$ cat config.mk
export PLATFORM = sky130hd
export DESIGN_NAME = uart_fifo_pair
export DESIGN_NICKNAME = d
export VERILOG_FILES = /design/src/rtl/uart_fifo_pkg.sv /design/src/rtl/uart_fifo_store.sv /design/src/rtl/uart_fifo_dp.sv /design/src/rtl/uart_fifo_ctrl.sv /design/src/rtl/uart_fifo_pair.sv
export SDC_FILE = /design/constraint.sdc
export NUM_CORES = 1
export LEC_CHECK = 0
export BUFFER_PORTS_ARGS = -buffer_cell sky130_fd_sc_hd__buf_2
export CORE_UTILIZATION = 50
export CTS_CLUSTER_SIZE = 8
export DETAILED_ROUTE_END_ITERATION = 10
export PLACE_DENSITY_LB_ADDON = 0.1
export SYNTH_ARGS = -nofsm -noshare
export SYNTH_HDL_FRONTEND = slang
export SYNTH_SLANG_ARGS = --single-unit
$ cat constraint.sdc
create_clock -name clk -period 4.7 [get_ports clk]
set_input_delay 0.47 -clock clk [delete_from_list [all_inputs] [get_ports clk]]
set_output_delay 0.47 -clock clk [all_outputs]
set_load 0.03 [all_outputs]
$ cat src/rtl/uart_fifo_pkg.sv
package uart_fifo_pkg;
  typedef struct packed {
    logic push;
    logic pop;
    logic clear;
  } fifo_strobe_t;
endpackage

$ cat src/rtl/uart_fifo_store.sv
module uart_fifo_store #(
  parameter int WIDTH = 8,
  parameter int DEPTH = 16
) (
  input  logic                        clk,
  input  logic                        rst_n,
  input  uart_fifo_pkg::fifo_strobe_t stb,
  input  logic [WIDTH-1:0]            wrData,
  output logic [WIDTH-1:0]            rdData
);
  localparam int PTR_W = (DEPTH > 1) ? $clog2(DEPTH) : 1;
  localparam logic [PTR_W-1:0] LAST = PTR_W'(DEPTH - 1);

  logic [WIDTH-1:0] mem [DEPTH];
  logic [PTR_W-1:0] wrPtr, rdPtr;

  function automatic logic [PTR_W-1:0] nextPtr(input logic [PTR_W-1:0] p);
    return (p == LAST) ? '0 : p + 1'b1;
  endfunction

  always_ff @(posedge clk or negedge rst_n) begin
    if (!rst_n) begin
      wrPtr <= '0;
      rdPtr <= '0;
    end else if (stb.clear) begin
      wrPtr <= '0;
      rdPtr <= '0;
    end else begin
      if (stb.push) wrPtr <= nextPtr(wrPtr);
      if (stb.pop)  rdPtr <= nextPtr(rdPtr);
    end
  end

  always_ff @(posedge clk) begin
    if (stb.push && !stb.clear) mem[wrPtr] <= wrData;
  end

  assign rdData = mem[rdPtr];
endmodule

$ cat src/rtl/uart_fifo_dp.sv
module uart_fifo_dp #(
  parameter int DATA_W = 8,
  parameter int ERR_W  = 3,
  parameter int DEPTH  = 16
) (
  input  logic                        clk,
  input  logic                        rst_n,
  input  uart_fifo_pkg::fifo_strobe_t txStb,
  input  uart_fifo_pkg::fifo_strobe_t rxStb,
  input  logic [DATA_W-1:0]           hostWrData,
  input  logic [DATA_W-1:0]           rxPushData,
  input  logic [ERR_W-1:0]            rxPushErr,
  output logic [DATA_W-1:0]           txData,
  output logic [DATA_W-1:0]           rxData,
  output logic [ERR_W-1:0]            rxErr
);
  localparam int RX_W = DATA_W + ERR_W;

  logic [RX_W-1:0] rxHead;

  uart_fifo_store #(.WIDTH(DATA_W), .DEPTH(DEPTH)) txStore (
    .clk(clk), .rst_n(rst_n), .stb(txStb),
    .wrData(hostWrData), .rdData(txData)
  );

  uart_fifo_store #(.WIDTH(RX_W), .DEPTH(DEPTH)) rxStore (
    .clk(clk), .rst_n(rst_n), .stb(rxStb),
    .wrData({rxPushErr, rxPushData}), .rdData(rxHead)
  );

  assign rxData = rxHead[DATA_W-1:0];
  assign rxErr  = rxHead[RX_W-1:DATA_W];
endmodule

$ cat src/rtl/uart_fifo_ctrl.sv
module uart_fifo_ctrl #(
  parameter int DEPTH  = 16,
  parameter int TRIG_0 = 1,
  parameter int TRIG_1 = 4,
  parameter int TRIG_2 = 8,
  parameter int TRIG_3 = 14
) (
  input  logic                        clk,
  input  logic                        rst_n,
  input  logic                        fifoEn,
  input  logic [1:0]                  rxTrigSel,
  input  logic                        txFlush,
  input  logic                        rxFlush,
  input  logic                        hostWrEn,
  input  logic                        txPop,
  input  logic                        rxPush,
  input  logic                        hostRdEn,
  output uart_fifo_pkg::fifo_strobe_t txStb,
  output uart_fifo_pkg::fifo_strobe_t rxStb,
  output logic                        txValid,
  output logic                        txRdy_n,
  output logic                        rxRdy_n,
  output logic                        rxIrq,
  output logic                        rxOverrun
);
  localparam int CNT_W = $clog2(DEPTH + 1);
  localparam logic [CNT_W-1:0] FULL_LVL = CNT_W'(DEPTH);

  logic [CNT_W-1:0] txCnt, rxCnt, cap, trigLvl;
  logic             txFull, rxFull, rxOvrQ;

  assign cap    = fifoEn ? FULL_LVL : CNT_W'(1);
  assign txFull = (txCnt >= cap);
  assign rxFull = (rxCnt >= cap);

  always_comb begin
    txStb.clear = txFlush;
    txStb.push  = hostWrEn && !txFull && !txFlush;
    txStb.pop   = txPop && (txCnt != '0) && !txFlush;
    rxStb.clear = rxFlush;
    rxStb.push  = rxPush && !rxFull && !rxFlush;
    rxStb.pop   = hostRdEn && (rxCnt != '0) && !rxFlush;
  end

  always_ff @(posedge clk or negedge rst_n) begin
    if (!rst_n)                       txCnt <= '0;
    else if (txStb.clear)             txCnt <= '0;
    else if (txStb.push && !txStb.pop) txCnt <= txCnt + 1'b1;
    else if (!txStb.push && txStb.pop) txCnt <= txCnt - 1'b1;
  end

  always_ff @(posedge clk or negedge rst_n) begin
    if (!rst_n)                       rxCnt <= '0;
    else if (rxStb.clear)             rxCnt <= '0;
    else if (rxStb.push && !rxStb.pop) rxCnt <= rxCnt + 1'b1;
    else if (!rxStb.push && rxStb.pop) rxCnt <= rxCnt - 1'b1;
  end

  always_ff @(posedge clk or negedge rst_n) begin
    if (!rst_n)                rxOvrQ <= 1'b0;
    else if (rxFlush)          rxOvrQ <= 1'b0;
    else if (rxPush && rxFull) rxOvrQ <= 1'b1;
  end

  always_comb begin
    case (rxTrigSel)
      2'd0:    trigLvl = CNT_W'(TRIG_0);
      2'd1:    trigLvl = CNT_W'(TRIG_1);
      2'd2:    trigLvl = CNT_W'(TRIG_2);
      default: trigLvl = CNT_W'(TRIG_3);
    endcase
  end

  assign txValid   = (txCnt != '0);
  assign txRdy_n   = txFull;
  assign rxRdy_n   = (rxCnt == '0);
  assign rxIrq     = fifoEn ? (rxCnt >= trigLvl) : (rxCnt != '0);
  assign rxOverrun = rxOvrQ;
endmodule

$ cat src/rtl/uart_fifo_pair.sv
module uart_fifo_pair #(
  parameter int DATA_W = 8,
  parameter int ERR_W  = 3,
  parameter int DEPTH  = 16
) (
  input  logic              clk,
  input  logic              rst_n,
  input  logic              fifoEn,
  input  logic [1:0]        rxTrigSel,
  input  logic              txFlush,
  input  logic              rxFlush,
  input  logic              hostWrEn,
  input  logic [DATA_W-1:0] hostWrData,
  input  logic              txPop,
  output logic [DATA_W-1:0] txData,
  output logic              txValid,
  input  logic              rxPush,
  input  logic [DATA_W-1:0] rxPushData,
  input  logic [ERR_W-1:0]  rxPushErr,
  input  logic              hostRdEn,
  output logic [DATA_W-1:0] rxData,
  output logic [ERR_W-1:0]  rxErr,
  output logic              rxOverrun,
  output logic              rxRdy_n,
  output logic              txRdy_n,
  output logic              rxIrq
);
  uart_fifo_pkg::fifo_strobe_t txStb, rxStb;

  uart_fifo_ctrl #(.DEPTH(DEPTH)) ctrl_i (
    .clk(clk), .rst_n(rst_n), .fifoEn(fifoEn), .rxTrigSel(rxTrigSel),
    .txFlush(txFlush), .rxFlush(rxFlush), .hostWrEn(hostWrEn),
    .txPop(txPop), .rxPush(rxPush), .hostRdEn(hostRdEn),
    .txStb(txStb), .rxStb(rxStb), .txValid(txValid), .txRdy_n(txRdy_n),
    .rxRdy_n(rxRdy_n), .rxIrq(rxIrq), .rxOverrun(rxOverrun)
  );

  uart_fifo_dp #(.DATA_W(DATA_W), .ERR_W(ERR_W), .DEPTH(DEPTH)) dp_i (
    .clk(clk), .rst_n(rst_n), .txStb(txStb), .rxStb(rxStb),
    .hostWrData(hostWrData), .rxPushData(rxPushData), .rxPushErr(rxPushErr),
    .txData(txData), .rxData(rxData), .rxErr(rxErr)
  );
endmodule

==> impl_results.md, run 1 <==
- Period Utilization, post-route: 81.5%
- Routed length per instance: 22.6 um
- Initial Util: 50.9%
- RePlAce Congestion: 0.787
- WP data required: 5.17 ns
- Cell Area, Synth: 13700 um^2
- CP Max Fanout: 13
- Most used DFF post-synth: edfxtp_1
- Fin. Hold Viols: 0
- RSZ-0062 raised after global routing: false
- Vias in the first global route: 7588
- WP data arrival: 4.30 ns
- Synth area leaders: edfxtp_1, mux4_2, dfrtp_1
- CTS root buffer: clkbuf_16
- Overflow after GRT: 0
- Fin. max-slew vios: 0
- Fmax: 261 MHz
- Hold Path Class: input port to register
- Dpl ws: 0.774 ns
- CTS tree: yes
- Post-Route WL: 27300 um
- MaxCap Viol Count: 0
- Die Height: 167 um
- Synth area leader: edfxtp_1
- Simple-gate share of the synthesized area: 5.00%
- Net Count, Synth: 828
- H-tree levels: 2
- Power Dens Cells: 511 nW/um^2
- Commonest non-fill, non-tap cell in the layout: edfxtp_1
- Critical path launch point type: register
- Post-synth EDFFs: 304
- Post-Place Cells: 1141
- Core Footprint: 26900 um^2
- Final Util: 58.3%
- Crit Path Class: register to register
- Global-route wire length before repair: 43100 um
- Via count: 7119
- Via/cell ratio: 5.88
- Non-Filler Instances: 1210
- Slew headroom: 18.6%
- Die ar.: 28100 um^2
- Clock Path Buffers: 3
- CTS clk-pin slew, worst paths: 0.05 ns
- Area growth syn-to-layout: 14.4%
- Lkg Pwr: 5.24 nW
- Largest net degree at the start of global routing: 37
- Num ports: 54
- Mux share of post-synthesis cell area: 14.0%
- Worst Tran Pin Value: 1.21 ns
- Die W: 167 um
- Synth top area share: 66.7%
- Row cnt: 60
- Yosys reg bits: 331
- DRC: 0
- Final Worst Setup Slack: 0.868 ns
- DRT iter0 DRCs: 529
- Finish-stage setup viols: 0
- Post-synthesis cell count: 770
- Total negative slack: 0 ns
- Layout cells sized above 1: 23.1%
- Yosys cell types: 45
- Compound-Gate Fraction of Synth Area: 4.66%
- DRT Pass-1 Iters: 5
- Nets@finish: 908
- Register area share after synthesis: 71.6%
- VDD IR max: 0.336 mV
- CTS sink cnt: 331
- CP Capture Type: register
- Commonest cells after routing, fill and taps aside: edfxtp_1, mux4_2, buf_2
- Async set-reset flop share out of synthesis: 8.16%
- Syn_area_per_cell: 17.8 um^2
- Initial antenna violation count: 0
- Clock period minus final worst setup slack: 3.83 ns
- Hpwl dp: 17600 um
- YS warnings: 0
- Tot GR Track Use: 20.3%
- Worst skew pair latency: 0.54 ns
- ANT nets after route: 0
- Inserted Clock Buffers: 47
- Largest family of logic cells by synthesized area: multiplexers
- Status: completed
- Post-Synth Adder-Cell Area: 2.67%
- N_diodes: 0
- IO Port Bufs: 53
- XOR/XNOR Fraction of Synth Area: 0.576%
- Worst hold margin: 0.234 ns
- Setup skew after layout: 0.0126 ns
==> state kept, by name, indices dropped and copies added, names as in the netlist <==
register	count
dp_i.rxStore.mem	176
ctrl_i.txCnt	5
dp_i.rxStore.wrPtr	4
ctrl_i.rxOverrun	1
dp_i.rxStore.rdPtr	4
dp_i.txStore.rdPtr	4
ctrl_i.rxCnt	5
dp_i.txStore.mem	128
dp_i.txStore.wrPtr	4
==> critical path, cell delays in order, from the launching register on <==
cell and delay, ns:
dfrtp_1 0.48, inv_1 0.08, ha_1 0.30, nor4bb_1 0.40, a21oi_1 0.38, or3_1 0.57, fa_1 0.50, a21o_1 0.20
a21o_1 0.21, or3_1 0.31, a21o_1 0.18, a21oi_1 0.14
==> synthesized netlist by cell type (12+ instances only) <==
master    number
edfxtp_1     304
nand2_1       39
dfrtp_1       27
and2_1        12
a21oi_1       32
clkbuf_1      25
mux2i_1       40
nor2_1        30
mux4_2        62
a22oi_1       12
inv_1         12
o21ai_0       25
nor3_1        18
ha_1          26
==> area by class of cell <==
type / instances / area [um^2]
multi-input combinational: 389 / 3700
fill: 2032 / 11200
clock buffer: 64 / 1240
clock inverter: 4 / 60.1
tap: 341 / 427
sequential: 331 / 9810
inverter: 12 / 45.0
timing repair buffer: 69 / 388
==> routing by layer <==
layer	up-vias	part of all wire, %	GRT usage, %
met5	-	0	0
met4	0	1.9	5.70
met3	46	4.2	3.12
met2	185	52	35.6
met1	3652	42	26.4
li1	3236	-	-
==> where the power goes <==
group	internal, mW	leakage, nW	total [mW]	switching [mW]
clock	1.82	0.623	2.97	1.15
combinational	0.700	1.52	1.55	0.846
sequential	3.31	3.10	3.50	0.183
total	5.83	5.24	8.01	2.18
==> metrics by stage <==
stage	total power [mW]	cell area [um^2]
2_1_floorplan	4.68	13700
3_3_place_gp	5.04	14400
3_5_place_dp	5.11	14400
4_1_cts	8.09	15700
5_1_grt	8.35	15700
6_report	8.01	15700
==> cell families (layout without fill, tap and decap cells) <==
logic type,after synthesis,in the layout
AOI/OAI and AO/OA,101,101
xor gates and xnor gates,9,9
adders and majority gates,28,28
buffers and inverters,50,149
DFF,331,331
muxes,113,113
and+or+nand+nor,138,138
==> timing repair <==
action / in CTS / in global routing
hold endpoints to repair: 27 / 0
hold buffers: 1 / 0
gates resized for setup: 0 / 0
buffers inserted: 0 / 0
==> path summary, 6_finish.rpt <==
check                                              from  cells after the start  slack, ns                                 to
setup / recovery            ctrl_i.txCnt[0]$_DFFE_PN0P_                     11       0.87        ctrl_i.txCnt[4]$_DFFE_PN0P_
hold / removal                                   rxPush                      3       0.23       ctrl_i.rxOverrun$_DFFE_PN0P_
setup reg to reg            ctrl_i.txCnt[0]$_DFFE_PN0P_                     11       0.87        ctrl_i.txCnt[4]$_DFFE_PN0P_
hold reg to reg            ctrl_i.rxOverrun$_DFFE_PN0P_                      2       0.52       ctrl_i.rxOverrun$_DFFE_PN0P_
max in group asynchronous                         rst_n                      2       3.75  dp_i.rxStore.rdPtr[0]$_DFFE_PN0P_
min in group asynchronous                         rst_n                      2       0.49  dp_i.rxStore.wrPtr[1]$_DFFE_PN0P_
No activity file was read; power rests on OpenSTA's default activity.
==> run 2, diff against run 1 <==
--- a/config.mk
+++ b/config.mk
@@ -5,6 +5,7 @@
 export SDC_FILE = /design/constraint.sdc
 export NUM_CORES = 1
 export LEC_CHECK = 0
+export ABC_AREA = 1
 export BUFFER_PORTS_ARGS = -buffer_cell sky130_fd_sc_hd__buf_2
 export CORE_UTILIZATION = 50
 export CTS_CLUSTER_SIZE = 8
==> constraint.sdc (replaced) <==
create_clock -name clk -period 3.1 [get_ports clk]
set_input_delay 0.31 -clock clk [delete_from_list [all_inputs] [get_ports clk]]
set_output_delay 0.31 -clock clk [all_outputs]
set_load 0.03 [all_outputs]
==> impl_results.md, run 2 <==
- Critical path, cell by cell: buf_4 > o21ai_0 > o22ai_1 > nor2_1 > o21ai_1 > buf_2
- Area growth syn-to-layout: 15.6%
- Finish-stage setup viols: 0
- Register area share after synthesis: 70.1%
- Commonest non-fill, non-tap cell in the layout: edfxtp_1
- Inserted Clock Buffers: 47
- RePlAce Congestion: 0.799
- RSZ-0062 raised after global routing: false
- Fin. Hold Viols: 0
- CP peak stage delay: 0.58 ns
- ANT nets after route: 0
- DRT Pass-1 Iters: 5
- Final Util: 59.5%
- Clock period minus final worst setup slack: 2.87 ns
- Initial antenna violation count: 0
- Tot GR Track Use: 23.5%
- Fmax: 348 MHz
- CP Max Fanout: 30
- Synth area leaders: edfxtp_1, nor2_1, dfrtp_1
- Lkg Pwr: 5.84 nW
- Cell Area, Synth: 14000 um^2
- N_diodes: 0
- Total negative slack: 0 ns
- Hpwl dp: 19900 um
- DRC: 0
- Largest net degree at the start of global routing: 66
- Synth area leader: edfxtp_1
- Nets@finish: 1314
- Row cnt: 60
- Yosys cell types: 37
- Most used DFF post-synth: edfxtp_1
- Yosys reg bits: 331
- Top reg by flops: dp_i.rxStore.mem
- Global-route wire length before repair: 51200 um
- Power Dens Cells: 808 nW/um^2
- CTS tree: yes
- Crit Path Class: register to primary output
- CTS root buffer: clkbuf_16
- H-tree levels: 2
- Initial Util: 51.5%
- Delay-heaviest family, CP: compound AO/OA/AOI/OAI gates
- Post-Place Cells: 1577
- Slew headroom: 51.6%
- Total power: 13.1 mW
- Crit-path slowest cell: dfrtp_2
- Worst skew pair latency: 0.54 ns
- Resized cells post-CTS: 0
- Final Cell Area: 16200 um^2
- MaxCap Viol Count: 0
- Core Footprint: 27200 um^2
- Post-synthesis cell count: 1158
- Vias in the first global route: 9053
- Largest regs: dp_i.rxStore.mem: 176 flops, dp_i.txStore.mem: 128 flops
- CTS sink cnt: 331
- Worst Tran Pin Value: 0.723 ns
- WP data required: 2.79 ns
- Max reg flops: 176
- YS warnings: 0
- Placed cell areas: 14900 um^2
- WP data arrival: 2.56 ns
- Commonest cells after routing, fill and taps aside: edfxtp_1, nor2_1, o21ai_0
- Via count: 9273
- Net Count, Synth: 1216
- Fin. max-slew vios: 0
- VDD IR max: 0.490 mV
- Overflow after GRT: 0
- Via/cell ratio: 5.63
- CTS clk-pin slew, worst paths: 0.05 ns
- R2R setup slack: 0.48 ns
- Period Utilization, post-route: 92.7%
- Post-synth EDFFs: 304
- Syn_area_per_cell: 12.1 um^2
- IO Port Bufs: 53
- Synth top area share: 65.2%
- DRT iter0 DRCs: 865
- Most common library cells after synthesis: edfxtp_1, nor2_1, o21ai_0, nand2_1, nand3_1
- CP Capture Type: primary output
- Status: completed
- Clock Path Buffers: 3
- Async set-reset flop share out of synthesis: 8.16%
- Num ports: 54
- Die W: 169 um
- Hold Path Class: input port to register
- Layout cells sized above 1: 14.4%
- Count leader, synth: edfxtp_1
- Die Height: 169 um
- Die ar.: 28700 um^2
- Routed length per instance: 19.8 um
- Critical path launch point type: register
- Setup skew after layout: 0.0204 ns
- Non-Filler Instances: 1646
- Post-Route WL: 32500 um
- WP buf/inv: 2
==> run 2: power breakdown <==
group / switching, mW / internal (mW)
Combinational: 2.26 / 1.04
Sequential: 0.207 / 5.04
Clock: 1.74 / 2.78
Total: 4.21 / 8.86
==> run 2: path summary, 6_finish.rpt <==
| check | from | endpoint | cells past startpoint |
|---|---|---|---|
| max in group asynchronous | rst_n | dp_i.txStore.rdPtr[0]$_DFFE_PN0P_ | 2 |
| min in group asynchronous | rst_n | dp_i.rxStore.wrPtr[3]$_DFFE_PN0P_ | 2 |
| max reg2reg | ctrl_i.rxCnt[0]$_DFFE_PN0P_ | ctrl_i.rxCnt[4]$_DFFE_PN0P_ | 17 |
| max | dp_i.rxStore.rdPtr[0]$_DFFE_PN0P_ | rxData[3] | 6 |
| min reg2reg | ctrl_i.rxOverrun$_DFFE_PN0P_ | ctrl_i.rxOverrun$_DFFE_PN0P_ | 2 |
| min | rxPush | ctrl_i.rxOverrun$_DFFE_PN0P_ | 3 |
==> run 2: layout make-up <==
type                            instances  area [um^2]
Clock buffer                           64         1260
Multi-Input combinational cell        715         3710
Timing Repair Buffer                  108          696
Fill cell                            2255        11000
Inverter                               53          199
Clock inverter                          3         32.5
Tap cell                              372          465
Sequential cell                       331         9810
==> run 2: worst register-to-register path, cell delays in order (launching register included) <==
cell	delay [ns]
dfrtp_1	0.42
inv_1	0.15
ha_1	0.25
nand2_1	0.06
inv_1	0.03
nand3_1	0.09
nand3_1	0.13
nor2_2	0.14
nand2_2	0.17
fa_1	0.50
nand3_1	0.12
nand2_1	0.06
nand2_1	0.06
nand2_1	0.06
o21bai_1	0.15
nand2_1	0.06
nand3_1	0.06
nand2_1	0.06
==> run 2: routing by layer <==
| metal | share of wire (%) | GRT usage [%] |
|---|---|---|
| met5 | 0 | 0 |
| met3 | 5.3 | 3.94 |
| met4 | 1.9 | 6.23 |
| met1 | 48 | 35.9 |
| met2 | 44 | 34.8 |
==> run 2: metrics by stage <==
| step | setup slack (ns) | hold WS, ns |
|---|---|---|
| 6_report | 0.227 | 0.0710 |
| 5_1_grt | 0.0250 | 0.0891 |
| 4_1_cts | 0.172 | 0.0532 |
| 3_5_place_dp | 0.420 | 0.377 |
| 3_3_place_gp | 0.477 | 0.379 |
| 2_1_floorplan | 0.618 | 0.0144 |
==> run 2: timing repair <==
action | in CTS | in global routing
hold endpoints to repair | 28 | 0
setup buffers | 0 | 0
hold buffers | 2 | 0
==> run 2: kinds of logic after synthesis <==
group / Yosys count / synth area share, %
fa+ha+maj: 28 / 2.61
simple gates: 416 / 12.3
buf+inv: 112 / 3.42
xor+xnor: 6 / 0.376
flops: 331 / 70.1
compound gates: 265 / 11.2
